<file path="src/rtl/pwrseq_pkg.sv">
package pwrseq_pkg;

  typedef enum logic [2:0] {
    ST_OFF  = 3'd0,
    ST_WAKE = 3'd1,
    ST_INIT = 3'd2,
    ST_IDLE = 3'd3,
    ST_NAP  = 3'd4,
    ST_DEEP = 3'd5
  } pstate_e;

  typedef struct packed {
    logic ext_en;
    logic xtal_en;
    logic pll_en;
    logic core_rst;
    logic retain;
    logic spi_slow;
  } pctl_t;

  function automatic pctl_t ctl_of(pstate_e s);
    pctl_t c;
    c = '{ext_en: 1'b0, xtal_en: 1'b0, pll_en: 1'b0,
          core_rst: 1'b1, retain: 1'b0, spi_slow: 1'b0};
    case (s)
      ST_WAKE: begin
        c.ext_en  = 1'b1;
        c.xtal_en = 1'b1;
      end
      ST_INIT: begin
        c.ext_en   = 1'b1;
        c.xtal_en  = 1'b1;
        c.pll_en   = 1'b1;
        c.core_rst = 1'b0;
        c.spi_slow = 1'b1;
      end
      ST_IDLE: begin
        c.ext_en   = 1'b1;
        c.xtal_en  = 1'b1;
        c.pll_en   = 1'b1;
        c.core_rst = 1'b0;
      end
      ST_NAP, ST_DEEP: begin
        c.retain = 1'b1;
      end
      default: ;
    endcase
    return c;
  endfunction

endpackage

</file>
<file path="src/rtl/pwrseq_hold_cnt.sv">
module pwrseq_hold_cnt #(
  parameter int HOLD_TICKS = 16
) (
  input  logic clk,
  input  logic rst,
  input  logic run,
  input  logic tick,
  output logic done
);
  localparam int CW = $clog2(HOLD_TICKS + 1);
  localparam logic [CW-1:0] LIMIT = CW'(HOLD_TICKS);

  logic [CW-1:0] cnt;

  always_ff @(posedge clk) begin
    if (rst || !run) begin
      cnt <= '0;
    end else if (tick && cnt != LIMIT) begin
      cnt <= cnt + 1'b1;
    end
  end

  assign done = (cnt == LIMIT);

  // the count never runs past the hold limit
  p_hold_bounded_r3: assert property (@(posedge clk) disable iff (rst)
    cnt <= LIMIT);

  // a tick outside the limit advances the count by exactly one
  p_hold_step_r3: assert property (@(posedge clk) disable iff (rst)
    (run && tick && cnt != LIMIT) |=> (cnt == $past(cnt) + 1'b1));

endmodule

</file>
<file path="src/rtl/pwrseq_nap_timer.sv">
module pwrseq_nap_timer #(
  parameter int TMR_W               = 16,
  parameter int SLEEP_TICKS_DEFAULT = 100
) (
  input  logic             clk,
  input  logic             rst,
  input  logic             cfg_we,
  input  logic [TMR_W-1:0] cfg_val,
  input  logic             load,
  input  logic             run,
  input  logic             tick,
  output logic             expired
);
  localparam logic [TMR_W-1:0] RELOAD_RST = TMR_W'(SLEEP_TICKS_DEFAULT);

  logic [TMR_W-1:0] reload_q;
  logic [TMR_W-1:0] tmr;

  always_ff @(posedge clk) begin
    if (rst) begin
      reload_q <= RELOAD_RST;
    end else if (cfg_we) begin
      reload_q <= cfg_val;
    end
  end

  always_ff @(posedge clk) begin
    if (rst) begin
      tmr <= '0;
    end else if (load) begin
      tmr <= reload_q;
    end else if (run && tick && tmr != '0) begin
      tmr <= tmr - 1'b1;
    end
  end

  assign expired = (tmr == '0);

  // an empty timer stays empty until reloaded
  p_timer_holds_zero_r8: assert property (@(posedge clk) disable iff (rst)
    (!load && tmr == '0) |=> (tmr == '0));

  // each tick while running removes exactly one period
  p_timer_step_r8: assert property (@(posedge clk) disable iff (rst)
    (!load && run && tick && tmr != '0) |=> (tmr == $past(tmr) - 1'b1));

endmodule

</file>
<file path="src/rtl/pwrseq_fsm.sv">
module pwrseq_fsm
  import pwrseq_pkg::*;
(
  input  logic    clk,
  input  logic    rst,
  input  logic    pwr_good,
  input  logic    hold_done,
  input  logic    pll_locked,
  input  logic    wake_pin,
  input  logic    spi_cs_n,
  input  logic    cmd_sleep,
  input  logic    cmd_deep,
  input  logic    nap_expired,
  output pstate_e state,
  output pstate_e state_nxt
);
  logic pin_wake;
  assign pin_wake = wake_pin || !spi_cs_n;

  always_comb begin
    state_nxt = state;
    if (!pwr_good) begin
      state_nxt = ST_OFF;
    end else begin
      case (state)
        ST_OFF:  state_nxt = ST_WAKE;
        ST_WAKE: if (hold_done) state_nxt = ST_INIT;
        ST_INIT: if (pll_locked) state_nxt = ST_IDLE;
        ST_IDLE: begin
          if (!pll_locked)    state_nxt = ST_INIT;
          else if (cmd_deep)  state_nxt = ST_DEEP;
          else if (cmd_sleep) state_nxt = ST_NAP;
        end
        ST_NAP:  if (pin_wake || nap_expired) state_nxt = ST_WAKE;
        ST_DEEP: if (pin_wake) state_nxt = ST_WAKE;
        default: state_nxt = ST_OFF;
      endcase
    end
  end

  always_ff @(posedge clk) begin
    if (rst) state <= ST_OFF;
    else     state <= state_nxt;
  end

  // loss of supply forces OFF from any state
  p_off_on_powerloss_r12: assert property (@(posedge clk) disable iff (rst)
    !pwr_good |=> (state == ST_OFF));

  // INIT is held while the PLL is unlocked
  p_init_waits_lock_r4: assert property (@(posedge clk) disable iff (rst)
    (state == ST_INIT && pwr_good && !pll_locked) |=> (state == ST_INIT));

  // deep sleep is left only through a pin
  p_deep_pin_only_r10: assert property (@(posedge clk) disable iff (rst)
    (state == ST_DEEP && pwr_good && !wake_pin && spi_cs_n) |=> (state == ST_DEEP));

  // sleep states are entered only from IDLE
  p_sleep_from_idle_r6: assert property (@(posedge clk) disable iff (rst)
    ((state == ST_NAP || state == ST_DEEP) && $past(state) != state)
      |-> ($past(state) == ST_IDLE));

endmodule

</file>
<file path="src/rtl/radio_pwr_seq.sv">
module radio_pwr_seq
  import pwrseq_pkg::*;
#(
  parameter int HOLD_TICKS          = 16,
  parameter int TMR_W               = 16,
  parameter int SLEEP_TICKS_DEFAULT = 100
) (
  input  logic             clk,
  input  logic             rst,
  input  logic             pwr_good,
  input  logic             lp_tick,
  input  logic             pll_locked,
  input  logic             wake_pin,
  input  logic             spi_cs_n,
  input  logic             cmd_sleep,
  input  logic             cmd_deep,
  input  logic             cfg_we,
  input  logic [TMR_W-1:0] cfg_val,
  output logic             ext_en,
  output logic             xtal_en,
  output logic             pll_en,
  output logic             core_rst,
  output logic             retain,
  output logic             spi_slow,
  output logic [2:0]       state_code
);
  pstate_e state, state_nxt;
  logic    hold_done, nap_expired, nap_load;
  pctl_t   ctl_q;

  assign nap_load = (state_nxt == ST_NAP) && (state != ST_NAP);

  pwrseq_hold_cnt #(.HOLD_TICKS(HOLD_TICKS)) u_hold (
    .clk  (clk),
    .rst  (rst),
    .run  (state == ST_WAKE),
    .tick (lp_tick),
    .done (hold_done)
  );

  pwrseq_nap_timer #(
    .TMR_W               (TMR_W),
    .SLEEP_TICKS_DEFAULT (SLEEP_TICKS_DEFAULT)
  ) u_nap (
    .clk     (clk),
    .rst     (rst),
    .cfg_we  (cfg_we),
    .cfg_val (cfg_val),
    .load    (nap_load),
    .run     (state == ST_NAP),
    .tick    (lp_tick),
    .expired (nap_expired)
  );

  pwrseq_fsm u_fsm (
    .clk         (clk),
    .rst         (rst),
    .pwr_good    (pwr_good),
    .hold_done   (hold_done),
    .pll_locked  (pll_locked),
    .wake_pin    (wake_pin),
    .spi_cs_n    (spi_cs_n),
    .cmd_sleep   (cmd_sleep),
    .cmd_deep    (cmd_deep),
    .nap_expired (nap_expired),
    .state       (state),
    .state_nxt   (state_nxt)
  );

  always_ff @(posedge clk) begin
    if (rst) ctl_q <= ctl_of(ST_OFF);
    else     ctl_q <= ctl_of(state_nxt);
  end

  assign ext_en     = ctl_q.ext_en;
  assign xtal_en    = ctl_q.xtal_en;
  assign pll_en     = ctl_q.pll_en;
  assign core_rst   = ctl_q.core_rst;
  assign retain     = ctl_q.retain;
  assign spi_slow   = ctl_q.spi_slow;
  assign state_code = state;

  // clocks off and retention on in both sleep states
  p_sleep_clocks_off_r7: assert property (@(posedge clk) disable iff (rst)
    (state == ST_NAP || state == ST_DEEP)
      |-> (!xtal_en && !pll_en && !ext_en && core_rst && retain));

  // slow SPI and released core whenever INIT is the state
  p_init_outputs_r4: assert property (@(posedge clk) disable iff (rst)
    (state == ST_INIT) |-> (spi_slow && !core_rst && pll_en));

  // the crystal is running whenever the core is out of reset
  p_xtal_before_release_r2: assert property (@(posedge clk) disable iff (rst)
    !core_rst |-> (xtal_en && ext_en));

endmodule

</file>
<file path="config.mk">
export PLATFORM = sky130hd
export DESIGN_NAME = radio_pwr_seq
export DESIGN_NICKNAME = d
export VERILOG_FILES = /design/src/rtl/pwrseq_pkg.sv /design/src/rtl/pwrseq_hold_cnt.sv /design/src/rtl/pwrseq_nap_timer.sv /design/src/rtl/pwrseq_fsm.sv /design/src/rtl/radio_pwr_seq.sv
export SDC_FILE = /design/constraint.sdc
export NUM_CORES = 1
export LEC_CHECK = 0
export BUFFER_PORTS_ARGS = -buffer_cell sky130_fd_sc_hd__buf_2
export CORE_ASPECT_RATIO = 0.75
export CORE_MARGIN = 4
export CORE_UTILIZATION = 51
export DETAILED_ROUTE_END_ITERATION = 8
export PLACE_DENSITY_LB_ADDON = 0.3
export SKIP_CTS_REPAIR_TIMING = 1
export SLEW_MARGIN = 20
export SYNTH_ARGS = -nofsm -noshare
export SYNTH_HDL_FRONTEND = slang
export SYNTH_HIERARCHICAL = 1
export SYNTH_SLANG_ARGS = --single-unit
</file>
<file path="constraint.sdc">
create_clock -name clk -period 2.8 [get_ports clk]
set_input_delay 0.42 -clock clk [delete_from_list [all_inputs] [get_ports clk]]
set_output_delay 0.42 -clock clk [all_outputs]
set_load 0.01 [all_outputs]
</file>
==> qor.json <==
{
  "wl_per_cell_um": 15.1,
  "synthesis.area_mm2": 0.00236,
  "clkTransAtPathRegs_ns": 0.09,
  "cts.sinks": 45,
  "finalClockSkew_ns": 0.0130,
  "layout_min_cycle_time_ns": 2.69,
  "final_setup_violation_count": 0,
  "power.clock.fraction_pct": 40.2,
  "synth_cell_type_count": 58,
  "synthesis_stage_register_bit_count": 45,
  "clock.fmax_mhz": 372,
  "nFillCells": 394,
  "cts_tree": "built",
  "crit_path_cell_trace": "inv_1 -> ha_2 -> nor3b_4 -> nand2_1 -> nor3_1 -> a211o_1 -> a21oi_2 -> nand2b_4 -> nor3_4 -> buf_6 -> nor2b_1 -> o2111a_1 -> a2111oi_2",
  "fin_tns_setup_ns": 0,
  "grt_first_pass_wirelength_mm": 8.42,
  "first_global_vias": 1823,
  "power-per-cell-area_mw_per_mm2": 435,
  "holdCritPathClass": "in2reg",
  "synth-warning-count": 6,
  "core_util_final_pct": 64.5,
  "dpl-instance-area_mm2": 0.00268,
  "effective_utilization_at_floorplan_pct": 52.8,
  "io_buffer_count": 34,
  "io_pins": 35,
  "outcome": "finished clean",
  "detailroute.wirelength.met3_um": 415,
  "fp.dieArea_mm2": 0.00579,
  "grt-ovfl-total": 0,
  "crit_path_max_fanout": 6,
  "route.final.wire_length_mm": 5.66,
  "worst-r2r-cell-count": 13,
  "startpoint_type": "flip-flop",
  "coreArea_mm2": 0.00447,
  "route.detailed.drc": 0,
  "power_frac_seq_pct": 53.2,
  "maximum_number_of_pins_on_one_net_before_global_route_repair": 31,
  "grt_antenna_before_repair": 0,
  "finalInstanceArea_mm2": 0.00288,
  "power_switching_mw": 0.291,
  "worst_slew_pin_slew_ns": 0.511,
  "ys_top_cells_by_area": "dfxtp_1, mux2i_1, nor2_1",
  "critical_path_cell_count": 13,
  "final_antenna_net_count": 0,
  "timing.critical_path.required_ns": 3.01,
  "crit_type": "reg2reg",
  "ys_seq_area_share_pct": 38.2,
  "critical_path.endpoint_type": "flip-flop",
  "clk_path_buf_depth": 2,
  "synthesis.nets": 299,
  "synth-main-ff-cell": "dfxtp_1",
  "ir_worst_vdd_mv": 0.291,
  "rows": 21,
  "top_layer_used": "met4",
  "total_internal_power_mw": 0.962,
  "slew_headroom_pct": 65.7,
  "hold_depth": 2,
  "worst-endpoint-arrival_ns": 2.90,
  "synth-async-reset-ratio_pct": 0,
  "syn_area_per_cell_um2": 8.73,
  "clock_tree_root_driver_cell": "clkbuf_8",
  "die_h_um": 66.9,
  "yosysMostFrequentCell": "dfxtp_1",
  "met1_length_mm": 2.67,
  "final-max-slew-violation-count": 0,
  "hold_violations": 0,
  "switching_share_pct": 23.2,
  "fin_crit_sh_pct": 96.0,
  "final_net_count": 346,
  "htreeDepth": 2,
  "yosys.area.top_type": "dfxtp_1",
  "timing.critical_path.slowest_cell_delay_ns": 0.37,
  "synth_enable_flop_cells": 0,
  "area_growth_syn_to_layout_pct": 22.1,
  "route.vias.total": 2179,
  "insertedDiodeCount": 0,
  "detail_route.iter0.violations": 195,
  "groute.usage.overall_pct": 18.6,
  "synth_top_area_share_pct": 38.2,
  "critical-path-slowest-cell": "dfxtp_2",
  "critical_path.top_delay_family": "compound AO/OA/AOI/OAI gates",
  "max_cap_viol_count": 0,
  "met2_length_mm": 2.52,
  "worst_path_bufs_invs": 2,
  "gpl.final_weighted_congestion": 0.942,
  "drive_gt1_share_pct": 28.0,
  "cts_buffers": 5,
  "insertion_delay_ns": 0.31,
  "static-leakage-power_nw": 1.23,
  "hold_slack_ns": 0.315,
  "drtPass1Iterations": 4,
  "dieWidth_um": 86.5,
  "post-layout-total-power_mw": 1.25,
  "detail_route.vias_per_cell": 5.81,
  "synth_commonest_cells": "dfxtp_1, nor2_1, mux2i_1, nand2_1, nor3_1",
  "netlist_instances": 270,
  "place_hpwl_mm": 3.93,
  "pwr-share-comb_pct": 6.6
}
==> stage by stage <==
step	std cells	worst slack, ns
after floorplan	270	0.0290
after global placement	364	0.181
after detailed placement	364	0.0351
after CTS	372	0.00638
after global routing	375	-0.0507
final	375	0.111
==> layout by cell type (no fill, tap or decap), types with 3 or more instances in the layout <==
master / count
a2111oi_0: 4
a211o_1: 4
a21oi_1: 5
and2_1: 4
buf_2: 34
buf_4: 16
clkbuf_8: 5
dfxtp_1: 41
dfxtp_2: 4
inv_1: 11
mux2i_1: 14
nand2_1: 14
nand3_1: 5
nand3b_1: 3
nand4_1: 3
nor2_1: 37
nor2b_1: 6
nor3_1: 13
nor4_1: 4
o2111a_1: 5
o2111ai_1: 4
o211ai_1: 7
o21ai_0: 6
o221ai_1: 3
o31ai_1: 3
or3_1: 5
or4_1: 3
==> path summary, 6_finish.rpt <==
path,slack (ns),end,start
worst min register to register,0.51,u_hold/cnt[1]$_SDFFE_PP0P_,u_hold/cnt[1]$_SDFFE_PP0P_
worst min-delay path,0.31,u_nap/reload_q[2]$_SDFFE_PP1P_,cfg_val[2]
worst max register to register,0.11,u_nap/tmr[3]$_SDFFE_PP0P_,u_nap/tmr[0]$_SDFFE_PP0P_
worst max-delay path,0.11,u_nap/tmr[3]$_SDFFE_PP0P_,u_nap/tmr[0]$_SDFFE_PP0P_
==> area by class of cell <==
| type | instances | area [um2] | area share [%] |
|---|---|---|---|
| multi-input combinational | 200 | 1430 | 49.5 |
| sequential | 45 | 906 | 31.5 |
| timing repair buffer | 52 | 313 | 10.9 |
| tap | 57 | 71.3 | 2.48 |
| clock buffer | 5 | 68.8 | 2.39 |
| inverter | 13 | 48.8 | 1.69 |
| clock inverter | 3 | 46.3 | 1.61 |
==> cells by family after synthesis <==
family | share of synthesized area, %
AND/OR/NAND/NOR | 27.3
XOR/XNOR | 1.49
flip-flops | 38.2
AO/OA/AOI/OAI | 21.3
multiplexers | 5.94
buffers and inverters | 4.14
adder cells (fa/ha/maj) | 1.59
==> registers in the layout, indices dropped and copies added, names as in the netlist <==
name and cells:
pll_en 1, u_fsm/state 3, u_hold/cnt 5, u_nap/tmr 16, u_nap/reload_q 16, core_rst 1, retain 1, ext_en 1
spi_slow 1
==> power by group through the flow <==
| stage | Clock (mW) | Sequential, mW | Combinational [mW] |
|---|---|---|---|
| CTS | 0.510 | 0.666 | 0.0811 |
| floorplan | 0 | 0.679 | 0.0492 |
| detailed placement | 0 | 0.681 | 0.0808 |
| finish | 0.504 | 0.667 | 0.0822 |
| global placement | 0 | 0.681 | 0.0789 |
| global route | 0.530 | 0.669 | 0.0911 |
==> per-layer routing <==
metal / vias to the layer above / global-route usage (%)
met1: 996 / 25.4
met4: 0 / 7.00
li1: 1102 / -
met5: - / 0
met3: 9 / 5.07
met2: 72 / 28.1
Note: power is estimated with default switching activity, not from simulation.
